### config.mk
export PLATFORM = sky130hd
export DESIGN_NAME = eth_tx_padder
export DESIGN_NICKNAME = d
export VERILOG_FILES = /design/src/rtl/eth_tx_pkg.sv /design/src/rtl/eth_tx_seq_fsm.sv /design/src/rtl/eth_tx_crc32.sv /design/src/rtl/eth_tx_out_stage.sv /design/src/rtl/eth_tx_padder.sv
export SDC_FILE = /design/constraint.sdc
export NUM_CORES = 1
export LEC_CHECK = 0
export BUFFER_PORTS_ARGS = -buffer_cell sky130_fd_sc_hd__buf_2
export CORE_ASPECT_RATIO = 0.9
export CORE_MARGIN = 2
export CORE_UTILIZATION = 45
export DETAILED_ROUTE_END_ITERATION = 10
export REMOVE_ABC_BUFFERS = 1
export SLEW_MARGIN = 10
export SYNTH_ARGS = -nofsm -noshare
export SYNTH_HDL_FRONTEND = slang
export SYNTH_SLANG_ARGS = --single-unit
### constraint.sdc
create_clock -name clk -period 3.6 [get_ports clk]
set_input_delay 1.08 -clock clk [delete_from_list [all_inputs] [get_ports clk]]
set_output_delay 1.08 -clock clk [all_outputs]
set_load 0.01 [all_outputs]
### src/rtl/eth_tx_pkg.sv
package eth_tx_pkg;

    typedef enum logic [2:0] {
        ST_IDLE,
        ST_DATA,
        ST_PAD,
        ST_FCS,
        ST_DONE
    } tx_state_e;

    localparam int          FCS_BYTES     = 4;
    localparam int          FIDX_W        = $clog2(FCS_BYTES);
    localparam logic [31:0] CRC_POLY_REFL = 32'hEDB88320;
    localparam logic [31:0] CRC_SEED      = 32'hFFFFFFFF;

    // One byte of reflected CRC-32, processed bit 0 first.
    function automatic logic [31:0] crc32_step(input logic [31:0] c,
                                               input logic [7:0]  d);
        logic [31:0] r;
        r = c;
        for (int b = 0; b < 8; b++) begin
            if (r[0] ^ d[b])
                r = (r >> 1) ^ CRC_POLY_REFL;
            else
                r = r >> 1;
        end
        return r;
    endfunction

endpackage

### src/rtl/eth_tx_seq_fsm.sv
module eth_tx_seq_fsm
    import eth_tx_pkg::*;
#(
    parameter int PTR_W    = 11,
    parameter int HDR_LEN  = 14,
    parameter int MIN_DATA = 46
) (
    input  logic              clk,
    input  logic              rst_n,
    input  logic              start_i,
    input  logic [PTR_W-1:0]  eof_ptr_i,
    input  logic              ready_i,
    output tx_state_e         state_o,
    output logic [PTR_W-1:0]  cnt_o,
    output logic [FIDX_W-1:0] fidx_o,
    output logic              accept_o,
    output logic              launch_o
);

    localparam int                MIN_FRAME = HDR_LEN + MIN_DATA;
    localparam logic [PTR_W-1:0]  PAD_END   = PTR_W'(MIN_FRAME - 1);
    localparam logic [PTR_W-1:0]  CNT_ONE   = PTR_W'(1);
    localparam logic [FIDX_W-1:0] FIDX_LAST = FIDX_W'(FCS_BYTES - 1);
    localparam logic [FIDX_W-1:0] FIDX_ONE  = FIDX_W'(1);

    tx_state_e         state_q, state_d;
    logic [PTR_W-1:0]  eof_q;
    logic [PTR_W-1:0]  cnt_q;
    logic [FIDX_W-1:0] fidx_q;
    logic              streaming;
    logic              accept;
    logic              launch;

    assign streaming = (state_q == ST_DATA) || (state_q == ST_PAD) ||
                       (state_q == ST_FCS);
    assign accept    = streaming && ready_i;
    assign launch    = (state_q == ST_IDLE) && start_i;

    // State register
    always_ff @(posedge clk or negedge rst_n) begin
        if (!rst_n)
            state_q <= ST_IDLE;
        else
            state_q <= state_d;
    end

    // Transitions: launch, data_to_pad, data_to_fcs, pad_to_fcs,
    // fcs_to_done, retire
    always_comb begin
        state_d = state_q;
        unique case (state_q)
            ST_IDLE: begin
                if (start_i)
                    state_d = ST_DATA;
            end
            ST_DATA: begin
                if (accept && (cnt_q == eof_q))
                    state_d = (cnt_q < PAD_END) ? ST_PAD : ST_FCS;
            end
            ST_PAD: begin
                if (accept && (cnt_q == PAD_END))
                    state_d = ST_FCS;
            end
            ST_FCS: begin
                if (accept && (fidx_q == FIDX_LAST))
                    state_d = ST_DONE;
            end
            ST_DONE: state_d = ST_IDLE;
            default: state_d = ST_IDLE;
        endcase
    end

    // Frame bookkeeping: latched end pointer, byte count, FCS index
    always_ff @(posedge clk or negedge rst_n) begin
        if (!rst_n) begin
            eof_q  <= '0;
            cnt_q  <= '0;
            fidx_q <= '0;
        end else if (launch) begin
            eof_q  <= eof_ptr_i;
            cnt_q  <= '0;
            fidx_q <= '0;
        end else if (accept) begin
            if (state_q == ST_FCS)
                fidx_q <= fidx_q + FIDX_ONE;
            else
                cnt_q  <= cnt_q + CNT_ONE;
        end
    end

    // Outputs
    always_comb begin
        state_o  = state_q;
        cnt_o    = cnt_q;
        fidx_o   = fidx_q;
        accept_o = accept;
        launch_o = launch;
    end

endmodule

### src/rtl/eth_tx_crc32.sv
module eth_tx_crc32
    import eth_tx_pkg::*;
(
    input  logic        clk,
    input  logic        rst_n,
    input  logic        clr_i,
    input  logic        en_i,
    input  logic [7:0]  byte_i,
    output logic [31:0] crc_o
);

    logic [31:0] crc_q;

    always_ff @(posedge clk or negedge rst_n) begin
        if (!rst_n)
            crc_q <= CRC_SEED;
        else if (clr_i)
            crc_q <= CRC_SEED;
        else if (en_i)
            crc_q <= crc32_step(crc_q, byte_i);
    end

    assign crc_o = crc_q;

endmodule

### src/rtl/eth_tx_out_stage.sv
module eth_tx_out_stage
    import eth_tx_pkg::*;
(
    input  tx_state_e         state_i,
    input  logic [FIDX_W-1:0] fidx_i,
    input  logic [7:0]        buf_byte_i,
    input  logic [31:0]       crc_i,
    output logic [7:0]        data_o,
    output logic              valid_o,
    output logic              last_o,
    output logic              done_o
);

    localparam logic [FIDX_W-1:0] FIDX_LAST = FIDX_W'(FCS_BYTES - 1);

    logic [31:0] fcs_word;
    assign fcs_word = ~crc_i;

    always_comb begin
        data_o  = 8'h00;
        valid_o = 1'b0;
        last_o  = 1'b0;
        done_o  = 1'b0;
        unique case (state_i)
            ST_IDLE: ;
            ST_DATA: begin
                data_o  = buf_byte_i;
                valid_o = 1'b1;
            end
            ST_PAD: begin
                data_o  = 8'h00;
                valid_o = 1'b1;
            end
            ST_FCS: begin
                data_o  = fcs_word[{fidx_i, 3'b000} +: 8];
                valid_o = 1'b1;
                last_o  = (fidx_i == FIDX_LAST);
            end
            ST_DONE: done_o = 1'b1;
            default: ;
        endcase
    end

endmodule

### src/rtl/eth_tx_padder.sv
module eth_tx_padder
    import eth_tx_pkg::*;
#(
    parameter int PTR_W    = 11,
    parameter int HDR_LEN  = 14,
    parameter int MIN_DATA = 46
) (
    input  logic             clk,
    input  logic             rst_n,
    input  logic             start_i,
    input  logic [PTR_W-1:0] eof_ptr_i,
    output logic [PTR_W-1:0] buf_rd_addr_o,
    input  logic [7:0]       buf_rd_data_i,
    output logic [7:0]       tx_data_o,
    output logic             tx_valid_o,
    input  logic             tx_ready_i,
    output logic             tx_last_o,
    output logic             done_o
);

    tx_state_e         state;
    logic [PTR_W-1:0]  cnt;
    logic [FIDX_W-1:0] fidx;
    logic              accept;
    logic              launch;
    logic [31:0]       crc;
    logic              crc_en;

    eth_tx_seq_fsm #(
        .PTR_W    (PTR_W),
        .HDR_LEN  (HDR_LEN),
        .MIN_DATA (MIN_DATA)
    ) seq_i (
        .clk      (clk),
        .rst_n    (rst_n),
        .start_i  (start_i),
        .eof_ptr_i(eof_ptr_i),
        .ready_i  (tx_ready_i),
        .state_o  (state),
        .cnt_o    (cnt),
        .fidx_o   (fidx),
        .accept_o (accept),
        .launch_o (launch)
    );

    assign crc_en = accept && (state != ST_FCS);

    eth_tx_crc32 crc_i (
        .clk   (clk),
        .rst_n (rst_n),
        .clr_i (launch),
        .en_i  (crc_en),
        .byte_i(tx_data_o),
        .crc_o (crc)
    );

    eth_tx_out_stage out_i (
        .state_i   (state),
        .fidx_i    (fidx),
        .buf_byte_i(buf_rd_data_i),
        .crc_i     (crc),
        .data_o    (tx_data_o),
        .valid_o   (tx_valid_o),
        .last_o    (tx_last_o),
        .done_o    (done_o)
    );

    assign buf_rd_addr_o = cnt;

endmodule

==> impl_metrics.toml, run 1 <==
[timing]
report.final.slew_viol_count = 0
hold_violations = 0
setup_viol = 0
fmax_mhz = 314
fin_skew_ns = 0.0143
rsz0062_at_grt = "no"
fin_tns_setup_ns = 0
tightest_slew_ns = 0.592
slew-limit-headroom = 0.604
period_share = 0.884
post-route-min-period_ns = 3.18

[layout]
n_antenna_cell = 0
seq_area_sq_mm = 0.00152
multi_input_area_sq_mm = 0.00205
drive_gt1_frac = 0.314
area_delta_synth_final_pct = 15.5
nFillCells = 741
final_net_count = 418

[yosys]
synth_warnings = 0
yosys.area.top_type = "dfstp_2"
ys.flop_type = "dfstp_2"
mappedNetlistArea_sq_mm = 0.00367
synth_edf_count = 0
synth_cells = 339
synth_top_area_frac = 0.229
synthTopCellsByCount = "xnor2_1 (49), nor2_1 (45), dfstp_2 (32), a21oi_1 (29), dfrtp_1 (27)"
avgSynthCellArea_sq_um = 10.8
async_reset_ff_frac = 1.00
ys_ff_latch = 59
synthTopCellsByArea = "dfstp_2 (23%), dfrtp_1 (18%), xnor2_1 (12%)"
ys_types = 44
seq_area_frac_synth = 0.413
synth.most_common_cell = "xnor2_1"

[detailed_routing]
vias_per_cell = 5.27
totalWireLength_mm = 8.34
firstDrtPassIters = 4
avgRoutedWirePerCell_um = 16.8
drt_iter0_drc = 215
ant_nets = 0
vias = 2619
drc = 0

[clock_tree]
tritoncts = "done"
cts_buffer_depth = 2
ctsHoldBuffers = 0
postCtsSetupBuffers = 0
cts_sinks = 59
cts-root-buf = "clkbuf_8"
cts_resized = 0
numCtsBuffers = 9
clock_latency_ns = 0.33
htreeDepth = 3
clkSlewWorstSetupHoldPaths_ns = 0.07

[floorplanning]
start_util = 0.460
io_pins = 45
die_h_um = 89.7
dieArea_sq_mm = 0.00891
die_w_um = 99.3
core-area_sq_mm = 0.00799
num_rows = 31

[global_route]
grt_pass1_vias = 2650
grt_pass1_wl_mm = 14.0
overflow = 0
antenna_found_initial = 0
grtUsageTotal = 0.202
grt_max_degree = 33

[flow_run]
maxCapViolations = 0

[placed_design]
gp_congestion = 0.826
hpwlAfterDp_mm = 6.06
port_buffers = 44

[status]
status = "complete, no violations"

[critical_path]
crit_required_ns = 2.52
endpoint_kind = "primary output"
worst_ep_arrival_time_ns = 2.10
worstSetupStartpointType = "flip-flop"
path_max_fanout = 10
path_class = "reg -> out"

[hold_path]
min_path_type = "reg -> reg"
-- through the flow --
stage	cell area, sq um	worst slack (ns)	cells	hold WS, ns	util
after floorplan	3590	0.521	322	0.489	-
after global placement	4050	0.463	481	0.504	0.507
after detailed placement	4050	0.356	481	0.508	0.507
after CTS	4240	0.443	497	0.519	0.531
after global routing	4240	0.348	497	0.530	0.531
final	4240	0.416	497	0.517	0.531
-- logic make-up after synthesis --
family	share of synthesized area
adder cells (fa/ha/maj)	0.00681
multiplexers	0.0855
AND/OR/NAND/NOR	0.121
flip-flops	0.413
buffers and inverters	0.0283
XOR/XNOR	0.265
AO/OA/AOI/OAI	0.0814
-- worst max-delay path, cell delays in order, from the launching register on --
cell	delay, ns
dfrtp_1	0.54
and4b_1	0.40
a22o_2	0.29
a21oi_1	0.30
inv_1	0.08
buf_2	0.15
-- routing by layer --
layer | vias up | track usage | share of wire
met5 | - | 0 | 0
met4 | 0 | 0.0548 | 0.0095
met3 | 6 | 0.0327 | 0.035
met2 | 51 | 0.289 | 0.44
met1 | 1286 | 0.317 | 0.51
li1 | 1276 | - | -
-- path summary, 6_finish.rpt --
check                                  from              end  slack (ns)  cells after the start
max                        seq_i.state_o[2]     tx_data_o[6]        0.42                      5
min                         crc_i.crc_o[31]  crc_i.crc_o[31]        0.52                      2
max reg2reg                 seq_i.fidx_o[1]  crc_i.crc_o[18]        0.54                      8
min reg2reg                 crc_i.crc_o[31]  crc_i.crc_o[31]        0.52                      2
max in group asynchronous             rst_n   crc_i.crc_o[0]        2.09                      2
min in group asynchronous             rst_n   seq_i.eof_q[4]        0.74                      1
-- area by class of cell --
type,instances,area share
Sequential cell,59,0.357
Multi-Input combinational cell,258,0.484
Tap cell,99,0.0292
Inverter,5,0.00442
Clock buffer,13,0.0351
Clock inverter,3,0.00944
Timing Repair Buffer,60,0.0802
-- registers in the layout (all words and copies together), names as in the netlist --
signal and cells:
crc_i.crc_o 32, seq_i.cnt_o 11, seq_i.eof_q 11, seq_i.fidx_o 2
seq_i.state_o 3
-- cells in the final DEF (no fill, tap or decap), types with 4 or more instances in the layout --
cell type and instances:
xnor2_1 49, nor2_1 45, buf_2 44, dfstp_2 32
a21oi_1 29, dfrtp_1 27, mux2i_1 19, nand2_1 17
xor2_1 17, buf_4 16, mux2_2 11, clkbuf_8 10
nand3_1 9, xnor3_1 8, a22oi_1 6, o22a_1 6
inv_1 5, and3_1 4, o21ai_0 4
Power of run 1 is not shown: default switching activity piles up to over one toggle a cycle in this logic, so the estimate is an artifact.
==> inputs of run 2 (changes only) <==
--- a/config.mk
+++ b/config.mk
@@ -6,7 +6,7 @@
 export NUM_CORES = 1
 export LEC_CHECK = 0
 export BUFFER_PORTS_ARGS = -buffer_cell sky130_fd_sc_hd__buf_2
-export CORE_ASPECT_RATIO = 0.9
+export CORE_ASPECT_RATIO = 0.7
 export CORE_MARGIN = 2
 export CORE_UTILIZATION = 45
 export DETAILED_ROUTE_END_ITERATION = 10
==> impl_metrics.toml, run 2 (synthesis results as in run 1) <==
[status]
status = "complete, no violations"

[layout]
largest_reg_flops = 32
final_net_count = 423
area_delta_synth_final_pct = 19.3
n_antenna_cell = 0
drive_gt1_frac = 0.323
final_common_cell = "xnor2_1"
final_cell_mix = "xnor2_1 (49), nor2_1 (45), buf_2 (44), dfstp_2 (32), a21oi_1 (29)"

[critical_path]
r2r_setup_slack_ns = 0.50
crit_chain = "buf_4, mux2i_1, a22o_2, a21oi_1, inv_1, buf_2"
endpoint_kind = "primary output"
crit_path_start = "seq_i.fidx_o[1]"
crit_path_max_incr_delay_ns = 0.60
critPathCapture = "tx_data_o[6]"
crit_required_ns = 2.52
reg2reg_depth = 8
worst_ep_arrival_time_ns = 2.10
r2r-start = "seq_i.fidx_o[1]"
path_class = "reg -> out"
path_max_fanout = 9
critPathSlowestCell = "dfrtp_1"
crit_family = "flip-flops"
cp.buffers_inverters = 3
worstSetupStartpointType = "flip-flop"
reg2reg_to = "crc_i.crc_o[25]"
cp.depth = 6

[timing]
report.final.slew_viol_count = 0
tightest_slew_ns = 0.858
period_share = 0.883
fin_skew_ns = 0.00771
holdWs_ns = 0.513
fin_tns_setup_ns = 0
setup_viol = 0
post-route-min-period_ns = 3.18
rsz0062_at_grt = "no"
hold_violations = 0
slew-limit-headroom = 0.424
fmax_mhz = 315

[floorplanning]
dieArea_sq_mm = 0.00892
die_h_um = 79.6
die_w_um = 112
num_rows = 27
io_pins = 45
start_util = 0.465
core-area_sq_mm = 0.00791

[global_route]
overflow = 0
grtUsageTotal = 0.225
grt_pass1_wl_mm = 15.1
grt_max_degree = 27
antenna_found_initial = 0
grt_pass1_vias = 2658

[clock_tree]
postCtsSetupBuffers = 0
cts_resized = 0
numCtsBuffers = 9
htreeDepth = 3
clkSlewWorstSetupHoldPaths_ns = 0.05
ctsHoldBuffers = 0
clock_latency_ns = 0.32
cts-root-buf = "clkbuf_16"
cts_sinks = 59
tritoncts = "done"
cts_buffer_depth = 2

[detailed_routing]
drt_iter0_drc = 135
ant_nets = 0
drc = 0
vias = 2680
totalWireLength_mm = 9.31
vias_per_cell = 5.32
avgRoutedWirePerCell_um = 18.5
firstDrtPassIters = 4

[placed_design]
port_buffers = 44
hpwlAfterDp_mm = 6.87
gp_congestion = 0.858

[hold_path]
min_path_type = "reg -> reg"

[flow_run]
maxCapViolations = 0
[run 2: worst min path at each step]
stage / start / endpoint / slack (ns) / cells after the start
2_1_floorplan: crc_i.crc_o[24] / crc_i.crc_o[24] / 0.49 / 2
3_3_place_gp: crc_i.crc_o[1] / crc_i.crc_o[1] / 0.51 / 2
3_5_place_dp: crc_i.crc_o[8] / crc_i.crc_o[8] / 0.51 / 2
4_1_cts: crc_i.crc_o[31] / crc_i.crc_o[31] / 0.52 / 2
5_1_grt: crc_i.crc_o[8] / crc_i.crc_o[8] / 0.53 / 2
6_report: crc_i.crc_o[31] / crc_i.crc_o[31] / 0.51 / 2
[run 2: area by class of cell]
| type | instances | area [sq um] |
|---|---|---|
| Clock buffer | 13 | 250 |
| Clock inverter | 3 | 40.0 |
| Fill cell | 744 | 3520 |
| Inverter | 5 | 18.8 |
| Multi-Input combinational cell | 258 | 2050 |
| Sequential cell | 59 | 1520 |
| Tap cell | 101 | 126 |
| Timing Repair Buffer | 65 | 378 |
[run 2: metal layers]
layer,share of wire,track usage
met5,0,0
met4,0.0057,0.0512
met3,0.044,0.0585
met2,0.41,0.305
met1,0.54,0.355
[run 2: metrics by stage]
step	area, sq um	setup WS (ns)	utilization	std cells
2_1_floorplan	3590	0.521	-	322
3_3_place_gp	4090	0.484	0.518	488
3_5_place_dp	4090	0.440	0.518	488
4_1_cts	4380	0.457	0.555	504
5_1_grt	4380	0.336	0.555	504
6_report	4380	0.421	0.555	504
[run 2: worst reg2reg max path, cell delays in order (launching register included)]
cell,delay (ns)
dfrtp_1,0.60
buf_4,0.28
mux2i_1,0.21
a22o_2,0.16
a21oi_1,0.08
xnor2_1,0.71
xnor3_4,0.51
xnor3_1,0.35
a21oi_1,0.14
Power of run 2 is left out for the same reason.
